==> src/rtl/qw_ldst_pkg.sv <==
// Shared types for the quadword load/store sequencer.
package qw_ldst_pkg;
    typedef enum logic [1:0] {
        ST_IDLE = 2'd0,
        ST_LO   = 2'd1,
        ST_HI   = 2'd2,
        ST_DONE = 2'd3
    } qw_state_e;
endpackage

==> src/rtl/qw_addr_gen.sv <==
// Effective address former. Adds the sign-extended displacement to the
// base and clears the low ALIGN_BITS bits. Purely combinational.
// Assumes OFFS_W < ADDR_W and ALIGN_BITS < ADDR_W.
module qw_addr_gen #(
    parameter int ADDR_W     = 32,
    parameter int OFFS_W     = 16,
    parameter int ALIGN_BITS = 4
) (
    input  logic [ADDR_W-1:0] base,
    input  logic [OFFS_W-1:0] offset,
    output logic [ADDR_W-1:0] aligned_addr
);
    localparam int EXT_W = ADDR_W - OFFS_W;

    logic [ADDR_W-1:0] off_ext;
    logic [ADDR_W-1:0] eff_addr;

    // Sign extension, add and alignment mask.
    always_comb begin
        off_ext      = {{EXT_W{offset[OFFS_W-1]}}, offset};
        eff_addr     = base + off_ext;
        aligned_addr = {eff_addr[ADDR_W-1:ALIGN_BITS], {ALIGN_BITS{1'b0}}};
    end
endmodule

==> src/rtl/qw_beat_fsm.sv <==
// Beat sequencer. Walks IDLE -> LO -> HI -> DONE for a memory-touching
// request, or IDLE -> DONE for a load to register 0. Each beat state is
// held until mem_ack is sampled high. Assumes the memory side never
// acknowledges without mem_req.
module qw_beat_fsm
    import qw_ldst_pkg::*;
(
    input  logic clk,
    input  logic rst_n,
    input  logic req_valid,
    input  logic req_store,
    input  logic req_reg_zero,
    input  logic op_store,
    input  logic mem_ack,
    output logic accept,
    output logic mem_req,
    output logic sel_hi,
    output logic cap_lo,
    output logic cap_hi,
    output logic busy,
    output logic done
);
    qw_state_e state_q, state_d;

    // Next-state selection.
    always_comb begin
        accept  = (state_q == ST_IDLE) && req_valid;
        state_d = state_q;
        unique case (state_q)
            ST_IDLE: if (accept) state_d = (!req_store && req_reg_zero) ? ST_DONE : ST_LO;
            ST_LO:   if (mem_ack) state_d = ST_HI;
            ST_HI:   if (mem_ack) state_d = ST_DONE;
            ST_DONE: state_d = ST_IDLE;
            default: state_d = ST_IDLE;
        endcase
    end

    // State register with synchronous reset.
    always_ff @(posedge clk) begin
        if (!rst_n) state_q <= ST_IDLE;
        else        state_q <= state_d;
    end

    // Output decode from the current state.
    always_comb begin
        mem_req = (state_q == ST_LO) || (state_q == ST_HI);
        sel_hi  = (state_q == ST_HI);
        cap_lo  = (state_q == ST_LO) && mem_ack && !op_store;
        cap_hi  = (state_q == ST_HI) && mem_ack && !op_store;
        busy    = (state_q != ST_IDLE);
        done    = (state_q == ST_DONE);
    end

    // an unacknowledged beat stays on the bus.
    a_r4_beat_held: assert property (@(posedge clk) disable iff (!rst_n)
        (mem_req && !mem_ack) |=> (mem_req && $stable(sel_hi)));

    // the upper beat is entered only from an acknowledged lower beat.
    a_r3_hi_after_lo: assert property (@(posedge clk) disable iff (!rst_n)
        $rose(sel_hi) |-> ($past(state_q) == ST_LO && $past(mem_ack)));

    // completion lasts one cycle.
    a_r10_done_pulse: assert property (@(posedge clk) disable iff (!rst_n)
        done |=> !done);

    // busy only drops right after a completion.
    a_r9_busy_until_done: assert property (@(posedge clk) disable iff (!rst_n)
        $fell(busy) |-> $past(done));
endmodule

==> src/rtl/qw_xfer_regs.sv <==
// Transfer datapath. Latches the aligned address, kind and register index
// at acceptance, and keeps one 128-bit buffer that holds the store source
// (zeroed for register 0) or collects the two load beats.
module qw_xfer_regs #(
    parameter int ADDR_W    = 32,
    parameter int REG_IDX_W = 5,
    parameter int BEAT_W    = 64
) (
    input  logic                  clk,
    input  logic                  rst_n,
    input  logic                  accept,
    input  logic                  req_store,
    input  logic [REG_IDX_W-1:0]  req_reg,
    input  logic [2*BEAT_W-1:0]   req_sdata,
    input  logic [ADDR_W-1:0]     aligned_addr,
    input  logic                  cap_lo,
    input  logic                  cap_hi,
    input  logic                  sel_hi,
    input  logic                  mem_req,
    input  logic                  mem_ack,
    input  logic [BEAT_W-1:0]     mem_rdata,
    output logic                  op_store,
    output logic [REG_IDX_W-1:0]  op_reg,
    output logic [ADDR_W-1:0]     mem_addr,
    output logic [BEAT_W-1:0]     mem_wdata,
    output logic [2*BEAT_W-1:0]   qw_buf
);
    localparam int HALF_BYTES = BEAT_W / 8;

    logic [ADDR_W-1:0] addr_q;

    // Request capture and beat collection.
    always_ff @(posedge clk) begin
        if (!rst_n) begin
            addr_q   <= '0;
            op_store <= 1'b0;
            op_reg   <= '0;
            qw_buf   <= '0;
        end else if (accept) begin
            addr_q   <= aligned_addr;
            op_store <= req_store;
            op_reg   <= req_reg;
            qw_buf   <= (req_reg == '0) ? '0 : req_sdata;
        end else begin
            if (cap_lo) qw_buf[BEAT_W-1:0]        <= mem_rdata;
            if (cap_hi) qw_buf[2*BEAT_W-1:BEAT_W] <= mem_rdata;
        end
    end

    // Beat address and write-data selection.
    always_comb begin
        mem_addr  = addr_q + (sel_hi ? ADDR_W'(HALF_BYTES) : '0);
        mem_wdata = sel_hi ? qw_buf[2*BEAT_W-1:BEAT_W] : qw_buf[BEAT_W-1:0];
    end

    // every beat address is 8-byte aligned, bit 3 tells the half.
    a_r2_beat_aligned: assert property (@(posedge clk) disable iff (!rst_n)
        mem_req |-> (mem_addr[2:0] == 3'b000 && mem_addr[3] == sel_hi));

    // address and data held while the beat waits.
    a_r4_addr_data_held: assert property (@(posedge clk) disable iff (!rst_n)
        (mem_req && !mem_ack) |=> ($stable(mem_addr) && $stable(mem_wdata)));
endmodule

==> src/rtl/qw_ldst_seq.sv <==
// Quadword load/store sequencer top. Splits one 128-bit register transfer
// into two ordered 64-bit beats at a 16-byte aligned address and returns
// a single register-file write for loads. Assumes the register file
// supplies req_sdata in the acceptance cycle.
module qw_ldst_seq #(
    parameter int ADDR_W    = 32,
    parameter int OFFS_W    = 16,
    parameter int REG_IDX_W = 5,
    parameter int BEAT_W    = 64
) (
    input  logic                 clk,
    input  logic                 rst_n,
    input  logic                 req_valid,
    input  logic                 req_store,
    input  logic [ADDR_W-1:0]    req_base,
    input  logic [OFFS_W-1:0]    req_offset,
    input  logic [REG_IDX_W-1:0] req_reg,
    input  logic [2*BEAT_W-1:0]  req_sdata,
    output logic                 busy,
    output logic                 mem_req,
    output logic                 mem_we,
    output logic [ADDR_W-1:0]    mem_addr,
    output logic [BEAT_W-1:0]    mem_wdata,
    input  logic                 mem_ack,
    input  logic [BEAT_W-1:0]    mem_rdata,
    output logic                 rf_we,
    output logic [REG_IDX_W-1:0] rf_waddr,
    output logic [2*BEAT_W-1:0]  rf_wdata,
    output logic                 done
);
    localparam int ALIGN_BITS = $clog2(2 * BEAT_W / 8);

    logic                 accept, sel_hi, cap_lo, cap_hi, op_store;
    logic [REG_IDX_W-1:0] op_reg;
    logic [ADDR_W-1:0]    aligned_addr;
    logic [2*BEAT_W-1:0]  qw_buf;

    qw_addr_gen #(
        .ADDR_W(ADDR_W), .OFFS_W(OFFS_W), .ALIGN_BITS(ALIGN_BITS)
    ) u_addr (
        .base(req_base), .offset(req_offset), .aligned_addr(aligned_addr)
    );

    qw_beat_fsm u_fsm (
        .clk(clk), .rst_n(rst_n), .req_valid(req_valid), .req_store(req_store),
        .req_reg_zero(req_reg == '0), .op_store(op_store), .mem_ack(mem_ack),
        .accept(accept), .mem_req(mem_req), .sel_hi(sel_hi), .cap_lo(cap_lo),
        .cap_hi(cap_hi), .busy(busy), .done(done)
    );

    qw_xfer_regs #(
        .ADDR_W(ADDR_W), .REG_IDX_W(REG_IDX_W), .BEAT_W(BEAT_W)
    ) u_regs (
        .clk(clk), .rst_n(rst_n), .accept(accept), .req_store(req_store),
        .req_reg(req_reg), .req_sdata(req_sdata), .aligned_addr(aligned_addr),
        .cap_lo(cap_lo), .cap_hi(cap_hi), .sel_hi(sel_hi), .mem_req(mem_req),
        .mem_ack(mem_ack), .mem_rdata(mem_rdata), .op_store(op_store),
        .op_reg(op_reg), .mem_addr(mem_addr), .mem_wdata(mem_wdata), .qw_buf(qw_buf)
    );

    // Register-file write and write-enable qualification.
    always_comb begin
        mem_we   = mem_req && op_store;
        rf_we    = done && !op_store && (op_reg != '0);
        rf_waddr = op_reg;
        rf_wdata = qw_buf;
    end

    // the register write never happens outside completion.
    a_r5_write_at_done: assert property (@(posedge clk) disable iff (!rst_n)
        rf_we |-> done);

    // a store never writes the register file.
    a_r7_store_no_rf: assert property (@(posedge clk) disable iff (!rst_n)
        mem_we |-> !rf_we);
endmodule

==> config.mk <==
export PLATFORM = sky130hd
export DESIGN_NAME = qw_ldst_seq
export DESIGN_NICKNAME = d
export VERILOG_FILES = /design/src/rtl/qw_ldst_pkg.sv /design/src/rtl/qw_addr_gen.sv /design/src/rtl/qw_beat_fsm.sv /design/src/rtl/qw_xfer_regs.sv /design/src/rtl/qw_ldst_seq.sv
export SDC_FILE = /design/constraint.sdc
export NUM_CORES = 1
export LEC_CHECK = 0
export BUFFER_PORTS_ARGS = -buffer_cell sky130_fd_sc_hd__buf_4
export CORE_AREA = 2 2 185 187
export CTS_CLUSTER_DIAMETER = 100
export DETAILED_ROUTE_END_ITERATION = 6
export DIE_AREA = 0 0 187 189
export MAX_ROUTING_LAYER = met4
export PLACE_DENSITY = 0.64
export REMOVE_ABC_BUFFERS = 1
export SYNTH_ARGS = -nofsm -noshare
export SYNTH_HDL_FRONTEND = slang
export SYNTH_SLANG_ARGS = --single-unit
==> constraint.sdc <==
create_clock -name clk -period 3 [get_ports clk]
set_input_delay 0.3 -clock clk [delete_from_list [all_inputs] [get_ports clk]]
set_output_delay 0.3 -clock clk [all_outputs]
set_load 0.02 [all_outputs]
======== Word level (Yosys, flattened, before mapping) ========
Index checks and enable logic that the tools add are counted.
storage, ports and cells
  register bits after elaboration ......... 164
  bits of input ports ..................... 250
  output and inout bits ................... 234
  logic and storage cells ................. 44
operators by class
  add/subtract/negate cells ............... 2
  eq/ne operators ......................... 6
  multiplexer cells ....................... 11
  reduce and logical (&&, ||, !) cells .... 19
operator list
  cell                                            count
  2-to-1 mux 128 bit                              2
  2-to-1 mux 64 bit                               3
  adder 32 bit                                    2
  logical AND 1 bit                               9
  2-to-1 mux 2 bit                                4
  case mux 2 bit (4 select lines)                 1
  != test 2 bit (second input constant)           3
  nonzero test 2 bit                              3
  logical NOT 5 bit                               1
  nonzero test 5 bit                              1
  == test 2 bit (second input constant)           2
  2-to-1 mux 4 bit                                1
  AND reduction 3 bit                             1
  == test 2 x 1 -> 1 bit (second input constant)  1
  logical NOT 1 bit                               2
  logical NOT 2 bit                               1
  logical OR 1 bit                                1

======== Depth between registers and ports, before layout ========
Gate-level depths: netlist of run 1.
  word-level depth ........................ 5
  gate-level depth with buffers ........... 9
  gate-level depth less buffers ........... 8

======== Modules after synthesis ========
A second synthesis of run 1 with hierarchy kept.
unflattened totals
  cells, all modules ...................... 1,303
  area total of the unflattened synthesis .. 10,258.6 um^2
modules (own cells, without submodules)
  module        instances  cells each  area an instance (um^2)  sequential area each (um^2)
  qw_xfer_regs  1          1,079       8,558.2                  3,323.2
  qw_addr_gen   1          197         1,477.7                  0.0
  qw_beat_fsm   1          20          185.2                    40.0
  qw_ldst_seq   1          7           37.5                     0.0

======== Worst setup path before layout of run 1 ========
OpenSTA, ideal clock, no wires.
  path type ............................... input to register
  start point ............................. in req_base[4]
  end point ............................... reg u_regs.addr_q[30]
  library setup time ...................... 117 ps
  arrival time ............................ 2,079 ps
  required time ........................... 2,883 ps
  path slack .............................. 804 ps
  stages .................................. 8
  buffers on the path ..................... 0
  cells stage by stage .................... ha_1 > a21o_1 > a21o_1 > o211ai_2 > a311o_1 > a211oi_1 > or3_1 > a32o_1
on the way
  longest elaborated chain between the ends .. 1
RTL lines
  what                    RTL line            text
  start: declaration      qw_ldst_seq.sv:15   input logic [ADDR_W-1:0] req_base,
  adder 32 bit            qw_addr_gen.sv:21   eff_addr = base + off_ext;
  end signal: assignment  qw_xfer_regs.sv:40  addr_q <= aligned_addr;
  end: declaration        qw_xfer_regs.sv:30  logic [ADDR_W-1:0] addr_q;
No other way between the ends.
A chain may end at the register's enable or synchronous reset.

======== Worst setup path after layout of run 1 ========
  start point ............................. reg u_fsm.state_q[0]
  end point ............................... out mem_wdata[11]
on the way
  longest elaborated chain between the ends .. 2
RTL lines
  what                      RTL line            text
  start: declaration        qw_beat_fsm.sv:23   qw_state_e state_q, state_d;
  start signal: assignment  qw_beat_fsm.sv:41   else state_q <= state_d;
  == test 2 bit             qw_beat_fsm.sv:47   sel_hi = (state_q == ST_HI);
  2-to-1 mux 64 bit         qw_xfer_regs.sv:53  mem_wdata = sel_hi ? qw_buf[2*BEAT_W-1:BEAT_W] : qw_buf[BEAT_W-1:0];
  end: declaration          qw_ldst_seq.sv:23   output logic [BEAT_W-1:0] mem_wdata,
No other way between the ends.

==> results of run 1 <==
[cells by family (layout without fill, tap and decap cells)]
logic type                 Yosys count  in the layout  synth area share [%]
AOI/OAI and AO/OA                  402            402                  30.2
and+or+nand+nor                    274            274                  13.0
DFF                                164            164                  36.7
buffers and inverters              101            540                  5.20
muxes                               67             67                  8.39
adders and majority gates           35             35                  4.90
xor gates and xnor gates            16             16                  1.57
other                                1              3                0.0419
[worst paths after layout]
path	from	end	slack, ns	cells past startpoint
min	req_reg[3]	u_regs.op_reg[3]	0.14	3
max reg2reg	u_fsm.state_q[1]	u_regs.qw_buf[14]	0.79	7
max	u_fsm.state_q[0]	mem_wdata[11]	0.70	5
min reg2reg	u_regs.addr_q[7]	u_regs.addr_q[7]	0.46	2
[metrics by stage]
stage | power, W | setup slack (ns) | utilization [%] | setup TNS, ns
finish | 0.0143 | 0.695 | 40.6 | 0
global route | 0.0151 | 0.608 | 40.6 | 0
CTS | 0.0144 | 0.686 | 40.6 | 0
detailed placement | 0.0121 | 0.342 | 38.9 | 0
global placement | 0.0121 | 0.402 | 38.9 | 0
floorplan | 0.00814 | -4.65 | - | -607.96
[worst min-delay path: stages]
cell and delay, ns:
buf_4 0.12, nand2_1 0.05, a21oi_1 0.05
[layer usage]
metal	routed length (µm)	vias up	global-route usage [%]	part of all wire, %
li1	-	4858	-	-
met1	16300	4839	26.5	42
met2	18900	447	35.9	48
met3	2680	46	4.43	6.9
met4	1130	0	7.97	2.9
met5	0	-	-	0
[layout make-up]
cell class                 instances  area [µm²]  area share (%)
inverter                           7        26.3           0.194
clock inverter                    14         146            1.08
sequential                       164        3280            24.3
tap                              448         561            4.14
timing repair buffer             501        3820            28.3
multi-input combinational        797        5260            38.9
clock buffer                      18         429            3.17
[synthesized netlist by cell type (all sizes together), types with 6 or more instances]
cell,n,share of area (%)
dfxtp,164,37
nand2,61,2.6
ha,35,4.9
nor3,10,0.56
nand4,8,0.63
a21o,15,1.3
mux2,64,8.1
clkbuf,83,3.9
xor2,8,0.78
buf,11,1.0
or3,8,0.56
nor2,158,6.6
a221oi,128,13
a21oi,49,2.9
a211oi,7,0.59
nand3,10,0.56
inv,6,0.25
xnor2,8,0.78
o21ai,162,9.1
[report_power, final]
group | total (W) | switching [W] | internal (W) | leakage, nW
clock | 0.00219 | 0.00102 | 0.00118 | 0.281
sequential | 0.00371 | 0.000694 | 0.00302 | 1.36
combinational | 0.00840 | 0.00506 | 0.00334 | 4.53
==> impl_metrics.csv, run 1 <==
group,metric,value,unit
status,outcome,"completed",
timing,period_needed,2.30,ns
timing,fmax,0.434,GHz
detailed_routing,firstDrtPassIters,5,
run,maxCapViolations,0,
grt,antenna_found_initial,0,
detailed_routing,drt-initial-drc-count,763,
timing,skew,0.0110,ns
critical_path,crit_arrival,2.00,ns
critical_path,cpMaxStageDelayCell,"mux2_2",
floorplanning,ios,484,
finish,drive_above_1_share,40.8,%
detailed_routing,wl_per_cell,20.0,µm
floorplanning,start_util,26.9,%
hold_path,hp-class,"in -> reg",
synth,postSynthAreaPerCell,8.44,µm²
finish,final_cell_mix,"buf_4 (496), dfxtp_1 (164), nor2_1 (157)",
synth,yosysUniqueCellTypes,60,
detailed_routing,num_vias,10190,
timing,final_max_slew_viol_count,0,
timing,hold_slack,0.135,ns
clock_network,numCtsBuffers,17,
detailed_routing,viasPerCell,5.23,
timing,hold_viol,0,
synth,syn_area,0.00894,mm²
critical_path,crit_buf_inv,3,
timing,finalCritPeriodShare,76.8,%
finish,largest_reg_flops,128,
clock_network,cts_hold_buf,0,
timing,rsz0062_at_grt,"false",
power_and_ir_drop,p_leak,6.17,nW
detailed_routing,wl,39000,µm
finish,fin_cells,1949,
synth,ys.flop_type,"dfxtp_1",
synth,yosys_register_bits,164,
clock_network,clock-sinks,164,
clock_network,h-tree-depth,4,
critical_path,start_kind,"flip-flop",
finish,syn2layout_area_growth,51.2,%
synth,async_flop_share,0,%
critical_path,endpoint_kind,"primary output",
finish,post-route-cell-area,0.0135,mm²
floorplanning,die_w,187,µm
clock_network,postCtsSetupBuffers,0,
synth,synth-edff-count,0,
critical_path,critical_path_class,"reg -> out",
finish,nets,1773,
power_and_ir_drop,power_per_cell_area,1060,mW/mm²
timing,slew_headroom,41.9,%
critical_path,cp_max_fo,50,
clock_network,cts_root_buf,"clkbuf_16",
finish,fill_cells,3366,
grt,grt_pass1_vias,9923,
critical_path,path_cells,"inv_1 -> ha_4 -> buf_12 -> mux2_2 -> buf_4",
finish,antennaDiodeCount,0,
grt,grt_pass1_wl,58900,µm
place,placed_cell_area,0.0130,mm²
clock_network,clkTransAtPathRegs,0.08,ns
synth,yosysWarnings,0,
critical_path,max_stage_delay,0.41,ns
grt,grt_usage,21.8,%
critical_path,cp_top_family,"buffers and inverters",
place,place_congestion,0.921,
grt,grt_max_degree,97,
clock_network,cts_tree,"done",
floorplanning,num_rows,67,
place,hpwl,29500,µm
place,port-buffer-count,480,
place,place_inst,1917,
floorplanning,core,0.0333,mm²
finish,final_common_cell,"buf_4",
floorplanning,die_h,189,µm
detailed_routing,detail-route-antenna-nets,0,
detailed_routing,drc_errors,0,
timing,setup-violations-final,0,
synth,synth_cells,1060,
clock_network,cts_buffer_depth,2,
power_and_ir_drop,ir_drop,0.512,mV
synth,yosysSeqAreaShare,36.7,%
floorplanning,dieArea,0.0353,mm²
clock_network,clk_latency,0.42,ns
clock_network,postCtsResizedCells,0,
critical_path,critPathRequiredTime,2.70,ns
timing,worst_slew_pin_slew,0.871,ns
grt,grt_overflow,0,
Note: power is estimated with default switching activity, not from simulation.
==> run 2: changes to the inputs <==
--- a/config.mk
+++ b/config.mk
@@ -6,12 +6,12 @@
 export NUM_CORES = 1
 export LEC_CHECK = 0
 export BUFFER_PORTS_ARGS = -buffer_cell sky130_fd_sc_hd__buf_4
-export CORE_AREA = 2 2 185 187
+export CORE_AREA = 2 2 191 193
 export CTS_CLUSTER_DIAMETER = 100
 export DETAILED_ROUTE_END_ITERATION = 6
-export DIE_AREA = 0 0 187 189
+export DIE_AREA = 0 0 193 195
 export MAX_ROUTING_LAYER = met4
-export PLACE_DENSITY = 0.64
+export PLACE_DENSITY = 0.63
 export REMOVE_ABC_BUFFERS = 1
 export SYNTH_ARGS = -nofsm -noshare
 export SYNTH_HDL_FRONTEND = slang
==> constraint.sdc (replaced) <==
create_clock -name clk -period 1.85 [get_ports clk]
set_input_delay 0.185 -clock clk [delete_from_list [all_inputs] [get_ports clk]]
set_output_delay 0.185 -clock clk [all_outputs]
set_load 0.02 [all_outputs]
==> run 2 against run 1 <==
The run now ends with negative setup slack left; total power grew 96%; sequential power grew 65%; highest routed layer unchanged; register-to-register slack lost 0.97 ns; clock skew shrank 0.0019 ns; non-clock buffer count grew 315; die area grew 6.5%; sequential cell count is the same; sequential share of layout area shrank 5.9 points; clock power grew 61%; worst hold slack lost 0.12 ns; clock-buffer cell count grew 4; global-route usage grew 1.4 points.
==> impl_metrics.csv, run 2 (same netlist as run 1, synthesis figures left out) <==
group,metric,value,unit
status,outcome,"finished, violations left",
status,violations,"negative setup slack",
timing,final_max_slew_viol_count,0,
timing,skew,0.00905,ns
finish,final_common_cell,"buf_4",
place,port-buffer-count,480,
critical_path,path_cells,"inv_2 -> buf_6 -> ha_4 -> buf_12 -> buf_12 -> buf_6 -> mux2_4 -> buf_6",
grt,grt_usage,23.2,%
power_and_ir_drop,p_clk_share,12.6,%
grt,antenna_found_initial,0,
timing,fin_tns_setup,-18.36,ns
clock_network,clk_latency,0.44,ns
timing,setup-violations-final,128,
floorplanning,dieArea,0.0376,mm²
detailed_routing,viasPerCell,5.25,
power_and_ir_drop,swShare,45.3,%
critical_path,crit_buf_inv,6,
floorplanning,die_h,195,µm
detailed_routing,num_vias,11953,
floorplanning,die_w,193,µm
clock_network,cts_buffer_depth,2,
timing,finalCritPeriodShare,115,%
clock_network,clkTransAtPathRegs,0.07,ns
power_and_ir_drop,p_switching,0.0127,W
clock_network,cts_tree,"done",
timing,rsz0062_at_grt,"true",
finish,final_cell_mix,"buf_4 (567), dlygate4sd3_1 (162), dfxtp_1 (160)",
finish,largest_reg_flops,128,
finish,nets,2088,
power_and_ir_drop,pwr-share-comb,65.6,%
floorplanning,core,0.0354,mm²
critical_path,cpMostUsedCell,"buf_6",
power_and_ir_drop,finalPower,0.0280,W
critical_path,critPathRequiredTime,1.66,ns
grt,grt_overflow,0,
timing,hold_viol,0,
floorplanning,start_util,25.3,%
critical_path,max_stage_delay,0.33,ns
critical_path,start_kind,"flip-flop",
clock_network,numCtsBuffers,17,
critical_path,crit_arrival,1.95,ns
critical_path,critical_path_class,"reg -> out",
timing,hold_slack,0.0171,ns
place,hpwl,30600,µm
floorplanning,ios,484,
grt,grt_max_degree,121,
power_and_ir_drop,power_per_cell_area,1570,mW/mm²
detailed_routing,drc_errors,0,
place,place_inst,2052,
timing,fmax,0.469,GHz
clock_network,clock-sinks,164,
critical_path,cp_max_fo,6,
clock_network,cts_root_buf,"clkbuf_16",
floorplanning,num_rows,69,
finish,fin_cells,2277,
power_and_ir_drop,p_int,0.0153,W
finish,syn2layout_area_growth,99.9,%
critical_path,cp_top_family,"buffers and inverters",
critical_path,cpMaxStageDelayCell,"dfxtp_2",
detailed_routing,wl_per_cell,20.8,µm
clock_network,h-tree-depth,4,
finish,antennaDiodeCount,0,
timing,period_needed,2.13,ns
finish,final_core_util,50.5,%
finish,drive_above_1_share,48.4,%
hold_path,hp-class,"in -> reg",
grt,grt_pass1_wl,65600,µm
detailed_routing,firstDrtPassIters,5,
critical_path,endpoint_kind,"primary output",
detailed_routing,drt-initial-drc-count,668,
place,place_congestion,0.930,
power_and_ir_drop,p_leak,8.04,nW
timing,timing.final.ws_setup,-0.280,ns
power_and_ir_drop,ir_drop,1.14,mV
detailed_routing,wl,47400,µm
grt,grt_pass1_vias,11576,
power_and_ir_drop,seqPwrFrac,21.8,%
detailed_routing,detail-route-antenna-nets,0,
run,maxCapViolations,0,
## run 2: changes by cell type in the layout (fill, tap and decap cells not counted), sizes merged
cell	change
dlygate4sd3	+162
buf	+146
clkinv	-1
clkbuf	+11
inv	-4
clkinvlp	+1
## run 2: worst min-delay path, stage by stage
cell	delay, ns
buf_4	0.11
a221oi_2	0.06
nor2_1	0.07
## run 2: layer usage
layer  track usage (%)  routed length [µm]  up-vias
met1              26.3               18300     5761
met4              9.62                1870        0
met5                 -                   0        -
met3              5.39                3990      117
met2              39.1               23200      583
li1                  -                   -     5492
## run 2: timing repair
item	4_1_cts	5_1_grt
gates cloned	5	8
setup buffers	14	5
endpoints found under the setup margin	176	170
resized for setup	134	115
endpoints found under the hold margin	108	8
pin swaps	9	41
hold buffers	153	9
## run 2: path summary, 6_finish.rpt
path,cells past startpoint,slack [ns],endpoint,from
setup / recovery,8,-0.28,mem_wdata[63],u_fsm.state_q[0]
hold / removal,3,0.02,u_regs.qw_buf[92],mem_rdata[28]
setup reg to reg,12,-0.18,u_regs.qw_buf[123],u_fsm.state_q[0]
hold reg to reg,2,0.46,u_regs.addr_q[7],u_regs.addr_q[7]
## run 2: cell type report
class,count,area (µm²)
clock buffers,22,464
clock inverters,10,98.8
fillers,3096,17500
inverters,7,26.3
multi-input cells,797,6190
flip-flops and latches,164,3290
well taps,461,577
repair buffers,816,7240
## run 2: power by group through the flow
stage / Sequential [W] / Combinational (W) / Clock (W)
6_report: 0.00612 / 0.0184 / 0.00352
3_3_place_gp: 0.00605 / 0.0145 / 0
5_1_grt: 0.00627 / 0.0193 / 0.00375
3_5_place_dp: 0.00609 / 0.0146 / 0
4_1_cts: 0.00605 / 0.0168 / 0.00359
2_1_floorplan: 0.00709 / 0.00554 / 0
## run 2: through the flow
| step | instance area [µm²] | setup WS, ns |
|---|---|---|
| 2_1_floorplan | 8510 | -5.80 |
| 3_3_place_gp | 14000 | -0.492 |
| 3_5_place_dp | 14000 | -0.483 |
| 4_1_cts | 17000 | -0.308 |
| 5_1_grt | 17900 | -0.342 |
| 6_report | 17900 | -0.280 |
